## src/rtl/pwr_mode_ctl.sv

```systemverilog
module pwr_mode_ctl #(
  parameter int NSRC = 4,
  parameter int PW = 3,
  localparam int IW = (NSRC > 1) ? $clog2(NSRC) : 1
) (
  input  logic            clk,
  input  logic            por_n,
  input  logic            rst_src,
  input  logic            ps_req,
  input  logic            ps_mode,
  input  logic [NSRC-1:0] irq_pend,
  input  logic [NSRC-1:0] irq_en,
  input  logic [NSRC*PW-1:0] irq_prio,
  input  logic [PW-1:0]   cpu_prio,
  input  logic            wdt_to,
  output logic            cpu_clk_en,
  output logic            per_clk_en,
  output logic            wdt_clr,
  output logic            resume,
  output logic            exc_req,
  output logic [IW-1:0]   wake_id,
  output logic [PW-1:0]   wake_lvl,
  output logic            sleep_flag,
  output logic            wdto_flag
);

  typedef enum logic [1:0] {S_RUN, S_SLEEP, S_IDLE} st_t;
  st_t st;

  logic [PW-1:0] best_lvl;
  logic [IW-1:0] best_id;
  logic          irq_wake;

  always_comb begin
    best_lvl = '0;
    best_id  = '0;
    for (int i = 0; i < NSRC; i++) begin
      if (irq_en[i] && irq_pend[i] && (irq_prio[i*PW +: PW] > best_lvl)) begin
        best_lvl = irq_prio[i*PW +: PW];
        best_id  = IW'(i);
      end
    end
  end

  assign irq_wake   = (best_lvl != '0);
  assign cpu_clk_en = (st == S_RUN);
  assign per_clk_en = (st != S_SLEEP);

  always_ff @(posedge clk or negedge por_n) begin
    if (!por_n) begin
      st         <= S_RUN;
      resume     <= 1'b0;
      exc_req    <= 1'b0;
      wdt_clr    <= 1'b0;
      wake_id    <= '0;
      wake_lvl   <= '0;
      sleep_flag <= 1'b0;
      wdto_flag  <= 1'b0;
    end else begin
      resume  <= 1'b0;
      exc_req <= 1'b0;
      wdt_clr <= 1'b0;
      if (rst_src) begin
        if (st == S_SLEEP) sleep_flag <= 1'b1;
        st <= S_RUN;
      end else if (st == S_RUN) begin
        if (ps_req) begin
          st      <= ps_mode ? S_IDLE : S_SLEEP;
          wdt_clr <= ps_mode;
        end
      end else if (irq_wake || wdt_to) begin
        st <= S_RUN;
        if (st == S_SLEEP) sleep_flag <= 1'b1;
        if (wdt_to) wdto_flag <= 1'b1;
        if (irq_wake) begin
          wake_id  <= best_id;
          wake_lvl <= best_lvl;
          if (best_lvl > cpu_prio) exc_req <= 1'b1;
          else                     resume  <= 1'b1;
        end else begin
          resume <= 1'b1;
        end
      end
    end
  end

endmodule

```

## config.mk

```make
export PLATFORM = sky130hd
export DESIGN_NAME = pwr_mode_ctl
export DESIGN_NICKNAME = d
export VERILOG_FILES = /design/src/rtl/pwr_mode_ctl.sv
export SDC_FILE = /design/constraint.sdc
export NUM_CORES = 1
export LEC_CHECK = 0
export BUFFER_PORTS_ARGS = -buffer_cell sky130_fd_sc_hd__buf_2
export CORE_MARGIN = 2
export CORE_UTILIZATION = 35
export DETAILED_ROUTE_END_ITERATION = 10
export SYNTH_ARGS = -nofsm -noshare
export SYNTH_HDL_FRONTEND = slang
export SYNTH_SLANG_ARGS = --single-unit
```

## constraint.sdc

```tcl
create_clock -name clk -period 1.9 [get_ports clk]
set_input_delay 0.38 -clock clk [delete_from_list [all_inputs] [get_ports clk]]
set_output_delay 0.38 -clock clk [all_outputs]
set_load 0.02 [all_outputs]
```

==> results.sh, run 1 <==
export IMPL_arrival_ns=4.89
export IMPL_io_buffer_count=40
export IMPL_fin_ws_ns=-2.84
export IMPL_path_max_fanout=4
export IMPL_startpoint_type="input pin"
export IMPL_synth_nets=168
export IMPL_finalSetupViolations=10
export IMPL_dp_hpwl_mm=2.71
export IMPL_drt_iter0_markers=35
export IMPL_drive_above_1_share_pct=68.4
export IMPL_slew_violations=0
export IMPL_synth_distinct_cells=43
export IMPL_run_status="complete, but fails checks"
export IMPL_syn_avg_cell_area_um2=8.40
export IMPL_cts_tree="done"
export IMPL_finalHoldViolCount=0
export IMPL_clock_path_buffers=2
export IMPL_hp_class="in -> reg"
export IMPL_ys_warn_count=0
export IMPL_synth_flop_cell="dfrtp_1"
export IMPL_io_pins=41
export IMPL_insertion_delay_ns=0.26
export IMPL_rrSetupSlack_ns=0.42
export IMPL_die_y_um=59.9
export IMPL_crit_top_cell="ha_4"
export IMPL_grt_pass1_vias=1408
export IMPL_rows=20
export IMPL_crit_type="in -> reg"
export IMPL_synth_top_area_share_pct=27.5
export IMPL_grt_pass1_wl_mm=5.95
export IMPL_top_usage_layer="met2"
export IMPL_met2_usage_pct=43.2
export IMPL_synth_yosys_seq_area_share_pct=27.5
export IMPL_area_growth_pct=105
export IMPL_yosys_top_cells_area="dfrtp_1, ha_1, inv_1"
export IMPL_crit_family="compound AO/OA/AOI/OAI gates"
export IMPL_place_congestion=0.848
export IMPL_grt_max_degree=13
export IMPL_wl_per_cell_um=14.1
export IMPL_antenna_cells=0
export IMPL_synthCells=130
export IMPL_clock_sink_count=12
export IMPL_track_usage_pct=21.4
export IMPL_antenna_found_initial=0
export IMPL_peakVddDrop_v=0.000240
export IMPL_rsz0062_at_grt="yes"
export IMPL_maxCapViolations=0
export IMPL_drcViolationCount=0
export IMPL_placed_cell_area_mm2=0.00181
export IMPL_post_route_util_pct=74.7
export IMPL_nets=270
export IMPL_slowest_delay_ns=0.33
export IMPL_cts_buffers=3
export IMPL_required_ns=2.05
export IMPL_ant_nets=0
export IMPL_synth_edf_count=0
export IMPL_grtUsageMet1_pct=24.0
export IMPL_num_vias=1357
export IMPL_synth_seq_cells=12
export IMPL_end_kind="flip-flop"
export IMPL_core_area_mm2=0.00300
export IMPL_holdWs_ns=0.370
export IMPL_design_die_area_mm2=0.00358
export IMPL_max_slew_margin_pct=56.7
export IMPL_finalInstanceArea_mm2=0.00224
export IMPL_p_leak_nw=1.06
export IMPL_violations="setup timing"
export IMPL_path_clk_slew_ns=0.08
export IMPL_power_density_mw_per_mm2=593
export IMPL_chipWidth_um=59.9
export IMPL_synth_most_common_cell="inv_1"
export IMPL_fin_crit_ns=4.74
export IMPL_h_tree_depth=1
export IMPL_ys_top_cells_by_count="inv_1, dfrtp_1, nand2_1"
export IMPL_fin_crit_sh_pct=249
export IMPL_clock_fmax_mhz=211
export IMPL_clock_skew_ns=0.00573
export IMPL_viasPerCell=5.14
export IMPL_synth_top_area_cell="dfrtp_1"
export IMPL_netlist_area_mm2=0.00109
export IMPL_drt_pass1_iterations=4
export IMPL_grt_ovfl_total=0
export IMPL_grtUsageMet3_pct=1.30
export IMPL_wl_mm=3.73
export IMPL_clock_root_buffer="clkbuf_4"
export IMPL_async_reset_ff_share_pct=100
export IMPL_critical_path_slowest_cell="mux2_4"
export IMPL_worst_pin_slew_ns=0.645
export IMPL_start_util_pct=36.4
export IMPL_crit_buf_inv=6
-- flip-flops by register name (all words and copies together) (netlist names) --
register    flops
wake_lvl        3
st              2
wake_id         2
exc_req         1
resume          1
sleep_flag      1
wdt_clr         1
wdto_flag       1
-- layout make-up --
class	instances	area [um2]
fill	207	759
timing repair buffer	98	672
clock buffer	4	36.3
sequential	12	300
tap	33	41.3
multi-input combinational	102	1130
inverter	15	58.8
-- path summary, 6_finish.rpt --
check,start,end,cells past startpoint
max in group asynchronous,por_n,wake_lvl[0],2
setup reg to reg,st[0],wake_id[0],6
setup / recovery,irq_pend[0],exc_req,31
hold reg to reg,wdto_flag,wdto_flag,1
hold / removal,wdt_to,wdto_flag,3
min in group asynchronous,por_n,wdto_flag,2
-- placed cells by master, fill, tap and decap left out, types with 3 or more instances in the layout --
| cell | Yosys | layout |
|---|---|---|
| a21oi_4 | 0 | 3 |
| and3_4 | 1 | 3 |
| buf_2 | 1 | 37 |
| buf_4 | 0 | 54 |
| buf_6 | 0 | 5 |
| clkbuf_4 | 0 | 3 |
| dfrtp_1 | 12 | 12 |
| ha_4 | 0 | 7 |
| inv_1 | 15 | 12 |
| mux2_4 | 3 | 5 |
| mux2i_1 | 5 | 4 |
| nand2_1 | 10 | 7 |
| nand2_4 | 0 | 4 |
| nand3_1 | 9 | 6 |
| nor2_1 | 9 | 7 |
| nor3_1 | 7 | 4 |
| nor3_4 | 0 | 3 |
| o21ai_2 | 0 | 3 |
-- where the power goes --
part | leakage (nW) | switching [mW] | internal (mW)
registers | 0.149 | 0.0309 | 0.312
clock network | 0.0210 | 0.0796 | 0.116
logic | 0.885 | 0.394 | 0.396
-- layer usage --
layer / share of wire (%) / wire length (um) / vias up
met1: 40 / 1480 / 640
met4: 1.5 / 57 / 0
li1: - / - / 678
met3: 2.5 / 94 / 6
met5: 0 / 0 / -
met2: 56 / 2100 / 33
-- worst min-delay path: cells and delay by family --
family	cells	cell delay, ns
and+or+nand+nor	2	0.12
buffers and inverters	1	0.10
-- what timing repair did --
action                                  in CTS  in global routing
setup buffers                               19                  4
pin swaps                                   26                 10
hold buffers                                 1                  0
hold endpoints to repair                    12                  0
endpoints found under the setup margin      10                 10
gates resized for setup                     39                 12
-- per-stage QoR --
| stage | power (mW) | worst slack, ns | cells | TNS (ns) |
|---|---|---|---|---|
| after floorplan | 0.698 | -2.88 | 130 | -22.27 |
| after global placement | 0.930 | -3.23 | 244 | -26.10 |
| after detailed placement | 0.947 | -3.35 | 244 | -27.04 |
| after CTS | 1.29 | -2.72 | 267 | -25.32 |
| after global routing | 1.41 | -2.99 | 264 | -23.87 |
| final | 1.33 | -2.84 | 264 | -22.55 |
-- kinds of logic after synthesis --
logic type                 synth area share [%]
DFF                                        27.5
and+or+nand+nor                            26.7
AOI/OAI and AO/OA                          19.1
buffers and inverters                      5.61
muxes                                      10.8
adders and majority gates                  10.3
Note: power is estimated with default switching activity, not from simulation.
==> run 2, diff against run 1 <==
Settings changed: CORE_ASPECT_RATIO set to 0.7.
==> results.sh, run 2 (synthesis results as in run 1) <==
export IMPL_regMostFlops="wake_lvl"
export IMPL_drt_iter0_markers=85
export IMPL_worst_pin_slew_ns=0.725
export IMPL_clock_root_buffer="clkbuf_8"
export IMPL_top_regs="wake_lvl x3, st x2, wake_id x2"
export IMPL_reg2reg_depth=6
export IMPL_drcViolationCount=0
export IMPL_violations="setup timing"
export IMPL_dpl_cell_count=253
export IMPL_fin_crit_sh_pct=251
export IMPL_io_pins=41
export IMPL_die_y_um=50.7
export IMPL_fin_ws_ns=-2.86
export IMPL_grt_ovfl_total=0
export IMPL_regToRegEndpoint="wake_id[1]"
export IMPL_arrival_ns=4.93
export IMPL_holdWs_ns=0.00892
export IMPL_h_tree_depth=1
export IMPL_reg2reg_from="st[0]"
export IMPL_power_density_mw_per_mm2=630
export IMPL_viasPerCell=5.39
export IMPL_nets=276
export IMPL_path_max_fanout=4
export IMPL_clock_path_buffers=2
export IMPL_ant_nets=0
export IMPL_cts_buffers=3
export IMPL_num_vias=1472
export IMPL_clock_sink_count=12
export IMPL_slew_violations=0
export IMPL_final_common_cell="buf_4"
export IMPL_largest_reg_flops=3
export IMPL_instances_no_fill=273
export IMPL_cts_tree="done"
export IMPL_io_buffer_count=40
export IMPL_design_die_area_mm2=0.00359
export IMPL_crit_type="in -> reg"
export IMPL_antenna_cells=0
export IMPL_antenna_found_initial=0
export IMPL_chipWidth_um=70.8
export IMPL_slowest_delay_ns=0.33
export IMPL_fin_crit_ns=4.76
export IMPL_hp_class="in -> async"
export IMPL_crit_top_cell="ha_4"
export IMPL_wl_mm=4.81
export IMPL_p_leak_nw=1.10
export IMPL_clock_skew_ns=0.00471
export IMPL_core_area_mm2=0.00288
export IMPL_peakVddDrop_v=0.000739
export IMPL_critical_path_slowest_cell="mux2_4"
export IMPL_fill_cells=175
export IMPL_dpl_worst_slack_ns=-3.24
export IMPL_run_status="complete, but fails checks"
export IMPL_grt_max_degree=13
export IMPL_drive_above_1_share_pct=70.5
export IMPL_start_util_pct=37.9
export IMPL_rows=16
export IMPL_area_growth_pct=114
export IMPL_dp_hpwl_mm=2.90
export IMPL_startpoint_type="input pin"
export IMPL_p_total_mw=1.48
export IMPL_finalSetupViolations=10
export IMPL_finalHoldViolCount=0
export IMPL_end_kind="flip-flop"
export IMPL_required_ns=2.07
export IMPL_insertion_delay_ns=0.24
export IMPL_final_cell_mix="buf_4, buf_2, dfrtp_1, inv_1"
export IMPL_maxCapViolations=0
export IMPL_wl_per_cell_um=17.6
export IMPL_path_clk_slew_ns=0.06
export IMPL_grt_pass1_vias=1438
export IMPL_place_congestion=0.858
export IMPL_clock_fmax_mhz=210
export IMPL_drt_pass1_iterations=4
export IMPL_max_slew_margin_pct=51.3
export IMPL_track_usage_pct=24.9
export IMPL_rsz0062_at_grt="yes"
export IMPL_grt_pass1_wl_mm=6.88
export IMPL_rrSetupSlack_ns=0.29
[run 2: changes by cell type in the layout (fill, tap and decap cells not counted), moves of 2 or more]
| cell | previous run | this run |
|---|---|---|
| buf_2 | 37 | 35 |
| buf_4 | 54 | 60 |
| buf_6 | 5 | 7 |
| clkbuf_4 | 3 | 0 |
| clkbuf_8 | 1 | 4 |
| nand2b_1 | 2 | 4 |
| nand2b_4 | 2 | 0 |
| nand3_1 | 6 | 4 |
[run 2: per-layer routing]
layer / wire (um) / track usage (%) / vias up / part of all wire [%]
li1: - / - / 694 / -
met1: 2160 / 34.8 / 715 / 45
met2: 2260 / 40.7 / 54 / 47
met3: 315 / 5.42 / 9 / 6.6
met4: 73 / 2.83 / 0 / 1.5
met5: 0 / 0 / - / 0
[run 2: per-stage QoR]
stage	util [%]	TNS, ns	cell area (um2)
floorplan	-	-22.27	1260
global placement	64.5	-25.99	1860
detailed placement	64.5	-27.34	1860
CTS	78.0	-23.82	2250
global route	81.3	-25.47	2340
finish	81.3	-23.58	2340
[run 2: what timing repair did]
action,CTS,global route
hold endpoints to repair,0,0
gates resized for setup,44,19
pin swaps,29,24
hold buffers,0,0
endpoints found under the setup margin,10,10
buffers inserted,16,10
[run 2: critical path, delay by kind of cell]
family / cells / cell delay [ns]
compound gates: 8 / 1.39
simple gates: 10 / 1.25
fa+ha+maj: 4 / 0.93
mux: 3 / 0.77
buf+inv: 3 / 0.24
[run 2: report_power, final]
group          internal [mW]  leakage (nW)  switching, mW  total, mW
clock                  0.183        0.0288          0.101      0.285
combinational          0.420         0.923          0.425      0.845
sequential             0.313         0.149         0.0333      0.346
total                  0.916          1.10          0.560       1.48
[run 2: cell type report]
type / instances / area [um2] / area share (%)
inverters: 15 / 61.3 / 2.62
clock buffers: 4 / 55.1 / 2.35
flip-flops and latches: 12 / 300 / 12.8
multi-input cells: 102 / 1140 / 48.7
well taps: 36 / 45.0 / 1.92
repair buffers: 104 / 739 / 31.6
[run 2: how the worst max path moves through the flow]
stage | start | end | slack (ns) | depth (start not counted)
2_1_floorplan | irq_pend[0] | resume | -2.88 | 27
3_3_place_gp | irq_en[0] | exc_req | -3.13 | 29
3_5_place_dp | irq_en[0] | resume | -3.24 | 29
4_1_cts | irq_en[0] | resume | -2.78 | 28
5_1_grt | irq_pend[0] | resume | -3.07 | 29
6_report | irq_pend[0] | resume | -2.86 | 28
==> run 3, diff against run 2 <==
Settings changed: REMOVE_ABC_BUFFERS set to 1.
==> results.sh, run 3 (synthesis results as in run 1) <==
export IMPL_instances_no_fill=271
export IMPL_insertion_delay_ns=0.25
export IMPL_combPwrFrac_pct=59.5
export IMPL_p_seq_share_pct=23.9
export IMPL_regMostFlops="wake_lvl"
export IMPL_area_growth_pct=111
export IMPL_holdWs_ns=0.00806
export IMPL_ant_nets=0
export IMPL_slew_violations=0
export IMPL_track_usage_pct=25.1
export IMPL_core_area_mm2=0.00288
export IMPL_io_pins=41
export IMPL_finalInstanceArea_mm2=0.00230
export IMPL_die_y_um=50.7
export IMPL_end_kind="flip-flop"
export IMPL_reg2reg_depth=5
export IMPL_final_cell_mix="buf_4, buf_2, inv_1, dfrtp_1, buf_6"
export IMPL_run_status="complete, but fails checks"
export IMPL_viasPerCell=5.70
export IMPL_critical_path_slowest_cell="o31a_1"
export IMPL_worst_pin_slew_ns=0.446
export IMPL_switching_share_pct=40.1
export IMPL_dpl_cell_count=255
export IMPL_grt_max_degree=13
export IMPL_clock_path_buffers=2
export IMPL_drive_above_1_share_pct=69.4
export IMPL_rsz0062_at_grt="yes"
export IMPL_required_ns=2.06
export IMPL_post_route_util_pct=79.9
export IMPL_h_tree_depth=1
export IMPL_largest_reg_flops=3
export IMPL_power_density_mw_per_mm2=640
export IMPL_startpoint_type="input pin"
export IMPL_finalHoldViolCount=0
export IMPL_grt_pass1_wl_mm=7.07
export IMPL_setup_tns_final_ns=-25.31
export IMPL_drt_pass1_iterations=4
export IMPL_final_common_cell="buf_4"
export IMPL_grt_pass1_vias=1525
export IMPL_top_regs="wake_lvl x3, st x2, wake_id x2"
export IMPL_internal_power_mw=0.882
export IMPL_placed_cell_area_mm2=0.00171
export IMPL_peakVddDrop_v=0.000468
export IMPL_cts_buffers=3
export IMPL_slowest_delay_ns=0.35
export IMPL_crit_family="compound AO/OA/AOI/OAI gates"
export IMPL_drt_iter0_markers=82
export IMPL_crit_buf_inv=6
export IMPL_p_leak_nw=1.08
export IMPL_cts_tree="done"
export IMPL_p_clk_share_pct=16.6
export IMPL_antenna_cells=0
export IMPL_wl_mm=5.22
export IMPL_hp_class="in -> async"
export IMPL_max_slew_margin_pct=70.1
export IMPL_path_max_fanout=3
export IMPL_crit_type="in -> reg"
export IMPL_nets=275
export IMPL_start_util_pct=37.9
export IMPL_drcViolationCount=0
export IMPL_fin_crit_sh_pct=259
export IMPL_fin_crit_ns=4.92
export IMPL_io_buffer_count=40
export IMPL_fin_ws_ns=-3.02
export IMPL_switchingPower_mw=0.591
export IMPL_crit_top_cell="ha_4"
export IMPL_maxCapViolations=0
export IMPL_chipWidth_um=70.8
export IMPL_num_vias=1544
export IMPL_wl_per_cell_um=19.3
export IMPL_clock_skew_ns=0.0112
export IMPL_design_die_area_mm2=0.00359
export IMPL_place_congestion=0.875
export IMPL_dp_hpwl_mm=2.85
export IMPL_cp_depth=28
export IMPL_clock_root_buffer="clkbuf_8"
export IMPL_clock_sink_count=12
export IMPL_violations="setup timing"
export IMPL_finalSetupViolations=10
export IMPL_grt_ovfl_total=0
export IMPL_rows=16
export IMPL_path_clk_slew_ns=0.06
export IMPL_clock_fmax_mhz=203
export IMPL_antenna_found_initial=0
export IMPL_arrival_ns=5.08
[run 3: power groups by stage]
stage                     Combinational (mW)  Clock (mW)  Sequential (mW)
after global routing                   0.919       0.255            0.357
after global placement                 0.552           0            0.345
after detailed placement               0.568           0            0.347
after CTS                              0.724       0.232            0.343
after floorplan                        0.219           0            0.416
final                                  0.877       0.244            0.352
[run 3: path summary, 6_finish.rpt]
path | slack [ns] | startpoint | endpoint
setup / recovery | -3.02 | irq_prio[2] | exc_req
hold / removal | 0.008 | por_n | sleep_flag
setup reg to reg | 0.36 | st[1] | wake_id[1]
hold reg to reg | 0.47 | wdto_flag | wdto_flag
max in group asynchronous | 1.65 | por_n | wdto_flag
min in group clk | 0.43 | ps_mode | wdt_clr
[run 3: metal layers]
metal	track usage, %	up-vias	part of all wire, %
met5	0	-	0
li1	-	691	-
met2	46.1	76	50
met4	5.35	0	3.6
met3	6.02	25	5.5
met1	29.8	752	41
[run 3: what timing repair did]
action | in CTS | in global routing
endpoints found under the setup margin | 10 | 10
hold buffers | 0 | 0
resized for setup | 60 | 26
buffers inserted | 8 | 7
pin swaps | 21 | 19
[run 3: through the flow]
step / worst slack (ns) / power [mW]
finish: -3.02 / 1.47
global route: -3.20 / 1.53
CTS: -2.90 / 1.30
detailed placement: -3.76 / 0.915
global placement: -3.52 / 0.897
floorplan: -3.31 / 0.635
[run 3: area by class of cell]
cell class	instances	area [um2]
Multi-Input combinational cell	102	1130
Timing Repair Buffer	103	727
Fill cell	166	579
Sequential cell	12	300
Inverter	15	56.3
Tap cell	36	45.0
Clock buffer	3	41.3
